**config.mk**
```make
export PLATFORM = sky130hd
export DESIGN_NAME = mem_req_tracker
export DESIGN_NICKNAME = d
export VERILOG_FILES = /design/src/rtl/trk_pkg.sv /design/src/rtl/req_classifier.sv /design/src/rtl/line_table.sv /design/src/rtl/mem_req_tracker.sv
export SDC_FILE = /design/constraint.sdc
export NUM_CORES = 2
export LEC_CHECK = 0
export BUFFER_PORTS_ARGS = -buffer_cell sky130_fd_sc_hd__buf_2
export CAP_MARGIN = 20
export CORE_MARGIN = 10
export CORE_UTILIZATION = 67
export DETAILED_ROUTE_END_ITERATION = 7
export PLACE_DENSITY = 0.88
export SLEW_MARGIN = 25
export SYNTH_ARGS = -nofsm -noshare
export SYNTH_HDL_FRONTEND = slang
export SYNTH_SLANG_ARGS = --single-unit
```
**constraint.sdc**
```tcl
create_clock -name clk -period 10.23 [get_ports clk]
set_clock_uncertainty 0.05 [all_clocks]
set_input_delay 2.046 -clock clk [delete_from_list [all_inputs] [get_ports clk]]
set_output_delay 2.046 -clock clk [all_outputs]
set_load 0.01 [all_outputs]
```
**src/rtl/trk_pkg.sv**
```systemverilog
package trk_pkg;
  localparam logic [3:0] RT_NONE    = 4'd0;
  localparam logic [3:0] RT_LD      = 4'd1;
  localparam logic [3:0] RT_ST      = 4'd2;
  localparam logic [3:0] RT_IFETCH  = 4'd3;
  localparam logic [3:0] RT_RMW_RD  = 4'd4;
  localparam logic [3:0] RT_LL      = 4'd5;
  localparam logic [3:0] RT_SC      = 4'd6;
  localparam logic [3:0] RT_LRMW_RD = 4'd7;
  localparam logic [3:0] RT_LRMW_WR = 4'd8;
  localparam logic [3:0] RT_FLUSH   = 4'd9;
  localparam logic [3:0] RT_ATOMIC  = 4'd10;

  localparam logic [1:0] SS_ISSUED  = 2'd0;
  localparam logic [1:0] SS_ALIASED = 2'd1;
  localparam logic [1:0] SS_FULL    = 2'd2;
  localparam logic [1:0] SS_BADTYPE = 2'd3;

  function automatic logic is_read_class(input logic [3:0] t);
    return (t == RT_LD) || (t == RT_IFETCH);
  endfunction
endpackage

```
**src/rtl/req_classifier.sv**
```systemverilog
module req_classifier
  import trk_pkg::*;
(
  input  logic       rd,
  input  logic       wr,
  input  logic       flush,
  input  logic       llsc,
  input  logic       locked,
  input  logic       ifetch,
  input  logic       stchk,
  output logic [3:0] primary,
  output logic [3:0] secondary,
  output logic       bad,
  output logic       wclass
);
  always_comb begin
    primary   = RT_NONE;
    secondary = RT_NONE;
    bad       = 1'b0;
    if (llsc) begin
      primary   = wr ? RT_SC : RT_LL;
      secondary = RT_ATOMIC;
    end else if (locked) begin
      primary   = wr ? RT_LRMW_WR : RT_LRMW_RD;
      secondary = RT_ST;
    end else if (rd) begin
      if (ifetch) begin
        primary   = RT_IFETCH;
        secondary = RT_IFETCH;
      end else if (stchk) begin
        primary   = RT_RMW_RD;
        secondary = RT_ST;
      end else begin
        primary   = RT_LD;
        secondary = RT_LD;
      end
    end else if (wr) begin
      primary   = RT_ST;
      secondary = RT_ST;
    end else if (flush) begin
      primary   = RT_FLUSH;
      secondary = RT_FLUSH;
    end else begin
      bad = 1'b1;
    end
    wclass = !bad && !is_read_class(primary);
  end
endmodule

```
**src/rtl/line_table.sv**
```systemverilog
module line_table #(
  parameter int DEPTH     = 8,
  parameter int LINE_W    = 26,
  parameter int AGE_LIMIT = 1000
) (
  input  logic              clk,
  input  logic              rst,
  input  logic [LINE_W-1:0] look_line,
  input  logic              ins_en,
  input  logic              rm_en,
  input  logic [LINE_W-1:0] rm_line,
  output logic              look_hit,
  output logic              rm_hit,
  output logic [DEPTH-1:0]  vld,
  output logic              stale
);
  localparam int AGE_W = $clog2(AGE_LIMIT + 1);
  localparam logic [AGE_W-1:0] AGE_TOP = AGE_W'(AGE_LIMIT);

  logic [LINE_W-1:0] line_q [DEPTH];
  logic [AGE_W-1:0]  age_q  [DEPTH];
  logic [DEPTH-1:0]  look_m, rm_m, ins_sel, old_m;

  always_comb begin
    logic found;
    found   = 1'b0;
    ins_sel = '0;
    for (int i = 0; i < DEPTH; i++) begin
      if (!vld[i] && !found) begin
        ins_sel[i] = 1'b1;
        found      = 1'b1;
      end
    end
  end

  for (genvar g = 0; g < DEPTH; g++) begin : g_ent
    assign look_m[g] = vld[g] && (line_q[g] == look_line);
    assign rm_m[g]   = vld[g] && (line_q[g] == rm_line);
    assign old_m[g]  = vld[g] && (age_q[g] == AGE_TOP);

    always_ff @(posedge clk) begin
      if (rst) begin
        vld[g]    <= 1'b0;
        age_q[g]  <= '0;
        line_q[g] <= '0;
      end else if (rm_en && rm_m[g]) begin
        vld[g]   <= 1'b0;
        age_q[g] <= '0;
      end else if (ins_en && ins_sel[g]) begin
        vld[g]    <= 1'b1;
        line_q[g] <= look_line;
        age_q[g]  <= '0;
      end else if (vld[g] && age_q[g] != AGE_TOP) begin
        age_q[g] <= age_q[g] + 1'b1;
      end
    end
  end

  assign look_hit = |look_m;
  assign rm_hit   = |rm_m;
  assign stale    = |old_m;
endmodule

```
**src/rtl/mem_req_tracker.sv**
```systemverilog
module mem_req_tracker
  import trk_pkg::*;
#(
  parameter int ADDR_W     = 32,
  parameter int LINE_BYTES = 64,
  parameter int DEPTH      = 8,
  parameter int MAX_OUT    = 8,
  parameter int AGE_LIMIT  = 1000,
  parameter int CNT_W      = 16,
  localparam int OUT_W     = $clog2(MAX_OUT + 1)
) (
  input  logic              clk,
  input  logic              rst,
  input  logic              req_valid,
  input  logic [ADDR_W-1:0] req_addr,
  input  logic              req_rd,
  input  logic              req_wr,
  input  logic              req_flush,
  input  logic              req_llsc,
  input  logic              req_locked,
  input  logic              req_ifetch,
  input  logic              req_stchk,
  input  logic              cpl_valid,
  input  logic              cpl_write,
  input  logic [ADDR_W-1:0] cpl_addr,
  output logic              rsp_valid,
  output logic [1:0]        rsp_status,
  output logic [3:0]        rsp_primary,
  output logic [3:0]        rsp_secondary,
  output logic [OUT_W-1:0]  outstanding,
  output logic              deadlock,
  output logic              cpl_err,
  output logic [CNT_W-1:0]  cnt_st_on_ld,
  output logic [CNT_W-1:0]  cnt_st_on_st,
  output logic [CNT_W-1:0]  cnt_ld_on_st,
  output logic [CNT_W-1:0]  cnt_ld_on_ld
);
  localparam int OFF_W  = $clog2(LINE_BYTES);
  localparam int LINE_W = ADDR_W - OFF_W;

  logic [LINE_W-1:0] req_line, cpl_line;
  logic [3:0]        prim, sec;
  logic              bad, wclass, full, rd_hit, wr_hit, accept;
  logic              rd_rm_hit, wr_rm_hit, rd_rm, wr_rm, rd_old, wr_old;
  logic [DEPTH-1:0]  rd_vld, wr_vld;
  logic [1:0]        status;

  assign req_line = req_addr[ADDR_W-1:OFF_W];
  assign cpl_line = cpl_addr[ADDR_W-1:OFF_W];

  req_classifier u_cls (
    .rd(req_rd), .wr(req_wr), .flush(req_flush), .llsc(req_llsc),
    .locked(req_locked), .ifetch(req_ifetch), .stchk(req_stchk),
    .primary(prim), .secondary(sec), .bad(bad), .wclass(wclass)
  );

  assign full   = outstanding >= OUT_W'(MAX_OUT);
  assign accept = req_valid && !full && !bad && !rd_hit && !wr_hit;
  assign rd_rm  = cpl_valid && !cpl_write && rd_rm_hit;
  assign wr_rm  = cpl_valid && cpl_write && wr_rm_hit;

  line_table #(.DEPTH(DEPTH), .LINE_W(LINE_W), .AGE_LIMIT(AGE_LIMIT)) u_rd_tab (
    .clk(clk), .rst(rst), .look_line(req_line), .ins_en(accept && !wclass),
    .rm_en(cpl_valid && !cpl_write), .rm_line(cpl_line),
    .look_hit(rd_hit), .rm_hit(rd_rm_hit), .vld(rd_vld), .stale(rd_old)
  );

  line_table #(.DEPTH(DEPTH), .LINE_W(LINE_W), .AGE_LIMIT(AGE_LIMIT)) u_wr_tab (
    .clk(clk), .rst(rst), .look_line(req_line), .ins_en(accept && wclass),
    .rm_en(cpl_valid && cpl_write), .rm_line(cpl_line),
    .look_hit(wr_hit), .rm_hit(wr_rm_hit), .vld(wr_vld), .stale(wr_old)
  );

  always_comb begin
    if (full)                 status = SS_FULL;
    else if (bad)             status = SS_BADTYPE;
    else if (rd_hit || wr_hit) status = SS_ALIASED;
    else                      status = SS_ISSUED;
  end

  assign deadlock = rd_old || wr_old;

  always_ff @(posedge clk) begin
    if (rst) begin
      rsp_valid     <= 1'b0;
      rsp_status    <= SS_ISSUED;
      rsp_primary   <= RT_NONE;
      rsp_secondary <= RT_NONE;
      outstanding   <= '0;
      cpl_err       <= 1'b0;
      cnt_st_on_ld  <= '0;
      cnt_st_on_st  <= '0;
      cnt_ld_on_st  <= '0;
      cnt_ld_on_ld  <= '0;
    end else begin
      rsp_valid     <= req_valid;
      rsp_status    <= status;
      rsp_primary   <= prim;
      rsp_secondary <= sec;
      outstanding   <= outstanding + OUT_W'(accept) - OUT_W'(rd_rm) - OUT_W'(wr_rm);
      cpl_err       <= cpl_valid && !(cpl_write ? wr_rm_hit : rd_rm_hit);
      if (req_valid && status == SS_ALIASED) begin
        if (wclass) begin
          if (rd_hit) begin
            if (cnt_st_on_ld != '1) cnt_st_on_ld <= cnt_st_on_ld + 1'b1;
          end else if (cnt_st_on_st != '1) cnt_st_on_st <= cnt_st_on_st + 1'b1;
        end else begin
          if (wr_hit) begin
            if (cnt_ld_on_st != '1) cnt_ld_on_st <= cnt_ld_on_st + 1'b1;
          end else if (cnt_ld_on_ld != '1) cnt_ld_on_ld <= cnt_ld_on_ld + 1'b1;
        end
      end
    end
  end
endmodule

```
==> flow_summary.toml <==
[hold_path]
whs_path_depth = 2
timing.hold.worst.start = "cnt_ld_on_st[6]"
worstHoldEndpoint = "cnt_ld_on_st[6]"
class_of_the_most_critical_hold_timing_path = "flip-flop to flip-flop"

[synth]
synth_edf_count = 576
synthTopCellsByArea = "sky130_fd_sc_hd__edfxtp_1, sky130_fd_sc_hd__xnor2_1, sky130_fd_sc_hd__and2_1, sky130_fd_sc_hd__xor2_1, sky130_fd_sc_hd__dfxtp_1"
area_fraction_in_compound_gates_after_synthesis_pct = 2.73
synth_fa_ha_area_share_pct = 1.35
postSynth.asyncResetShare_pct = 0
ys_seq_area_share_pct = 47.8
netlist_instances = 3739
main_combinational_cell_family_by_area_after_synthesis = "simple AND/OR/NAND/NOR gates"
synth_top_area_cell = "sky130_fd_sc_hd__edfxtp_1"
synth.mux.area_fraction_pct = 0.212
yosys.area_share.xor_xnor_pct = 21.2
syn-mean-instance-area_sq_um = 10.7
post_synthesis_cell_type_count = 64
yosys_warnings = 0
synth_seq_cells = 671
synthesis.area_sq_um = 40200
yosys.area_share.simple_pct = 21.9
synth_flop_cell = "sky130_fd_sc_hd__edfxtp_1"
yosys.area.top_type_share_pct = 43.1
number_of_nets_in_the_synthesized_netlist = 3857

[die]
initial_core_util_pct = 67.8
std_cell_rows = 89
io_pins = 157
design.die.area_sq_um = 70200
floorplan.die.width_um = 265
die_boundary_height_um = 265
coreArea_sq_um = 59200

[placed_design]
pre_cts_slack_ns = 3.36
numPlacedInstances = 4460
finalWeightedCongestion = 0.986
detailedPlacementHpwl_mm = 74.0
port_buffers = 143
placed_area_sq_um = 40700

[clock_tree]
tritoncts_num_sinks = 671
hold_buffers = 0
post_cts_resized = 0
cts.reportedPaths.clkPinSlew_ns = 0.06
worst_skew_pair.late_latency_ns = 0.63
ctsHtreeMaxLevel = 3
cts_tree = "done"
cts_made_buffers = 72
cts_buffer_depth = 3
cts-root-buf = "sky130_fd_sc_hd__clkbuf_16"
postCtsSetupBuffers = 0

[power]
internal_power_of_the_cells_mw = 4.83
irDropWorstVdd_mv = 0.129
power.share.combinational_pct = 11.4
clock_power_share_pct = 39.6
p_sw_share_pct = 25.7
areal_power_density_over_the_cells_nw_per_um2 = 151
p_switching_mw = 1.67
flop_pwr_share_pct = 49.0
power.static_leakage_nw = 14.7
totalPowerFinal_mw = 6.50

[sta]
period_needed_ns = 6.35
fmaxAchievable_mhz = 158
final_critical_path_setup_slack_ns = 3.88
worstMarginPinSlew_ns = 1.10
report.final.slew_viol_count = 0
finalSetupViolations = 0
max-slew-margin-rel_pct = 26.6
worst_hold_slack_ns = 0.449
final-hold-violation-count = 0
fin_setup_tns_ns = 0
final_min_period_over_clock_period_pct = 62.0
rsz0062_at_grt = "false"

[setup_path]
worstReg2RegStart = "u_wr_tab.line_q[1][36]"
worst_r2r_path_depth = 8
crit_path_cell_trace = "buf_2 > buf_4 > xnor2_1 > nand4_1 > nor4_1 > a22oi_1 > nand4_2 > or3_1 > o211ai_1"
critPathSlowestCell = "sky130_fd_sc_hd__o211ai_1"
regToRegEndpoint = "u_rd_tab.line_q[0][85]"
timing.critical_path.arrival_ns = 6.52
worstSetupEndpointType = "flip-flop"
ff2ff_setup_slack_ns = 5.88
required_ns = 10.41
worst-path-max-fanout = 19
crit_type = "primary input to flip-flop"
timing.critical_path.slowest_cell_delay_ns = 0.96
timing.critical_path.from_type = "primary input"

[layout]
design_area_sq_um = 43100
final_cells = 4602
final_util_pct = 72.7
net_count_reported_at_finish = 3888
synthToLayoutAreaGrowth_pct = 7.25
filler_cell_count = 3906
drive_above_1_share_pct = 9.01

[drt]
detail_route.vias_per_cell = 6.61
detail_route.wirelength.met1_mm = 41.4
dr.pass1.iters = 8
postRouteWirelength_mm = 118
detail-route-antenna-nets = 0
routed-via-count = 30400
1st_iter_drt_viols = 4215
top_layer_used = "met4"
wl_per_cell_um = 25.7
met2_length_mm = 52.5
route.met3.wl_mm = 16.0
post_route_drc_violation_count = 0

[global_route]
first_pass_grt_wire_length_mm = 176
grt_pass1_vias = 29600
global_route.usage.total_pct = 32.8
pin_count_of_the_biggest_net_entering_global_routing = 75
grt_remaining_overflow = 0
grt_antenna_before_repair = 1

[run_status]
run_status = "completed"

[job]
max-cap-violations = 0
[synthesized netlist by cell type, types with 4 or more instances]
library cell,number
sky130_fd_sc_hd__nor4b_1,5
sky130_fd_sc_hd__nand2b_1,4
sky130_fd_sc_hd__buf_4,41
sky130_fd_sc_hd__buf_12,13
sky130_fd_sc_hd__mux2i_1,4
sky130_fd_sc_hd__nor4_1,93
sky130_fd_sc_hd__mux2_2,4
sky130_fd_sc_hd__nand3_1,141
sky130_fd_sc_hd__ha_1,40
sky130_fd_sc_hd__xnor2_1,714
sky130_fd_sc_hd__or2_2,8
sky130_fd_sc_hd__and2_1,399
sky130_fd_sc_hd__a22oi_1,18
sky130_fd_sc_hd__nand2_1,100
sky130_fd_sc_hd__and3_1,75
sky130_fd_sc_hd__or4_1,10
sky130_fd_sc_hd__nor2_1,267
sky130_fd_sc_hd__buf_2,38
sky130_fd_sc_hd__nor4b_4,5
sky130_fd_sc_hd__nor4_4,4
sky130_fd_sc_hd__o21a_1,17
sky130_fd_sc_hd__a21o_1,7
sky130_fd_sc_hd__nor3_1,62
sky130_fd_sc_hd__o31ai_1,15
sky130_fd_sc_hd__or3_1,38
sky130_fd_sc_hd__buf_1,5
sky130_fd_sc_hd__nand3b_1,6
sky130_fd_sc_hd__clkbuf_1,107
sky130_fd_sc_hd__edfxtp_1,576
sky130_fd_sc_hd__xor2_1,258
sky130_fd_sc_hd__nand4b_1,8
sky130_fd_sc_hd__nand4_1,296
sky130_fd_sc_hd__a21oi_1,42
sky130_fd_sc_hd__clkbuf_2,7
sky130_fd_sc_hd__o21ai_0,41
sky130_fd_sc_hd__dfxtp_1,95
sky130_fd_sc_hd__and4_1,5
sky130_fd_sc_hd__inv_1,78
sky130_fd_sc_hd__buf_8,12
sky130_fd_sc_hd__nor2b_1,10
sky130_fd_sc_hd__o211ai_1,10
sky130_fd_sc_hd__buf_6,21
[how the worst max path moves through the flow]
| stage | from | end | slack (ns) | cells after the start |
|---|---|---|---|---|
| 3_3_place_gp | req_addr[23] | u_wr_tab.line_q[1][41] | 3.39 | 10 |
| 2_1_floorplan | req_addr[13] | u_rd_tab.line_q[0][100] | 3.92 | 10 |
| 6_report | req_addr[23] | u_wr_tab.age_q[0][37] | 3.88 | 9 |
| 5_1_grt | req_addr[20] | u_rd_tab.line_q[1][97] | 3.85 | 10 |
| 3_5_place_dp | req_addr[23] | u_rd_tab.line_q[1][103] | 3.36 | 10 |
| 4_1_cts | req_addr[23] | u_wr_tab.line_q[1][79] | 3.98 | 10 |
[area by class of cell]
class	count	area, sq um	area share (%)
tap	773	967	2.24
antenna	2	5.00	0.0116
clock buffer	110	2120	4.93
sequential	671	19200	44.6
timing repair buffer	201	1170	2.71
multi-input combinational	2746	19200	44.5
clock inverter	21	171	0.398
inverter	78	293	0.680
[sequential cells by signal, summed over array words and instances (netlist names)]
name / cells
cnt_st_on_st: 16
cnt_st_on_ld: 16
cpl_err: 1
u_rd_tab.vld: 8
cnt_ld_on_ld: 16
u_wr_tab.vld: 8
rsp_secondary: 3
rsp_status: 2
rsp_valid: 1
u_rd_tab.line_q: 208
u_wr_tab.age_q: 80
u_rd_tab.age_q: 80
rsp_primary: 4
cnt_ld_on_st: 16
u_wr_tab.line_q: 208
outstanding: 4
[power by group through the flow]
stage / logic [mW] / registers, mW / clock network [mW]
floorplan: 0.530 / 3.22 / 0
global placement: 0.688 / 3.23 / 0
detailed placement: 0.705 / 3.24 / 0
CTS: 0.714 / 3.18 / 2.58
global route: 0.774 / 3.20 / 2.69
finish: 0.741 / 3.19 / 2.57
[logic make-up after synthesis]
logic type | Yosys count
buffers and inverters | 322
adders and majority gates | 42
other | 1
muxes | 8
AOI/OAI and AO/OA | 171
DFF | 671
xor gates and xnor gates | 972
and+or+nand+nor | 1552
[critical path, delay by kind of cell]
kind                   cells  cell delay (ns)
AO/OA/AOI/OAI              2             1.68
buffers and inverters      2             1.05
AND/OR/NAND/NOR            4             1.57
XOR/XNOR                   1             0.14
[metal layers]
layer  up-vias  global-route usage, %
met3       573                   8.72
met1     14500                   40.7
met4         0                   20.6
met2      2162                   50.7
li1      13200                      -
met5         -                      0
[layout by cell type, fill, tap and decap left out, types with 17 or more instances in the layout]
cell	Yosys	layout
sky130_fd_sc_hd__and3_1	75	75
sky130_fd_sc_hd__clkbuf_16	0	77
sky130_fd_sc_hd__clkbuf_1	107	25
sky130_fd_sc_hd__nand4_1	296	296
sky130_fd_sc_hd__inv_1	78	77
sky130_fd_sc_hd__buf_4	41	54
sky130_fd_sc_hd__nor2_1	267	267
sky130_fd_sc_hd__dfxtp_1	95	95
sky130_fd_sc_hd__buf_2	38	142
sky130_fd_sc_hd__nor4_1	93	93
sky130_fd_sc_hd__a21oi_1	42	42
sky130_fd_sc_hd__or3_1	38	38
sky130_fd_sc_hd__a22oi_1	18	18
sky130_fd_sc_hd__edfxtp_1	576	576
sky130_fd_sc_hd__nand2_1	100	100
sky130_fd_sc_hd__o21a_1	17	17
sky130_fd_sc_hd__o21ai_0	41	35
sky130_fd_sc_hd__and2_1	399	399
sky130_fd_sc_hd__ha_1	40	40
sky130_fd_sc_hd__xnor2_1	714	714
sky130_fd_sc_hd__nor3_1	62	61
sky130_fd_sc_hd__xor2_1	258	258
sky130_fd_sc_hd__nand3_1	141	141
No activity file was read; power rests on OpenSTA's default activity.
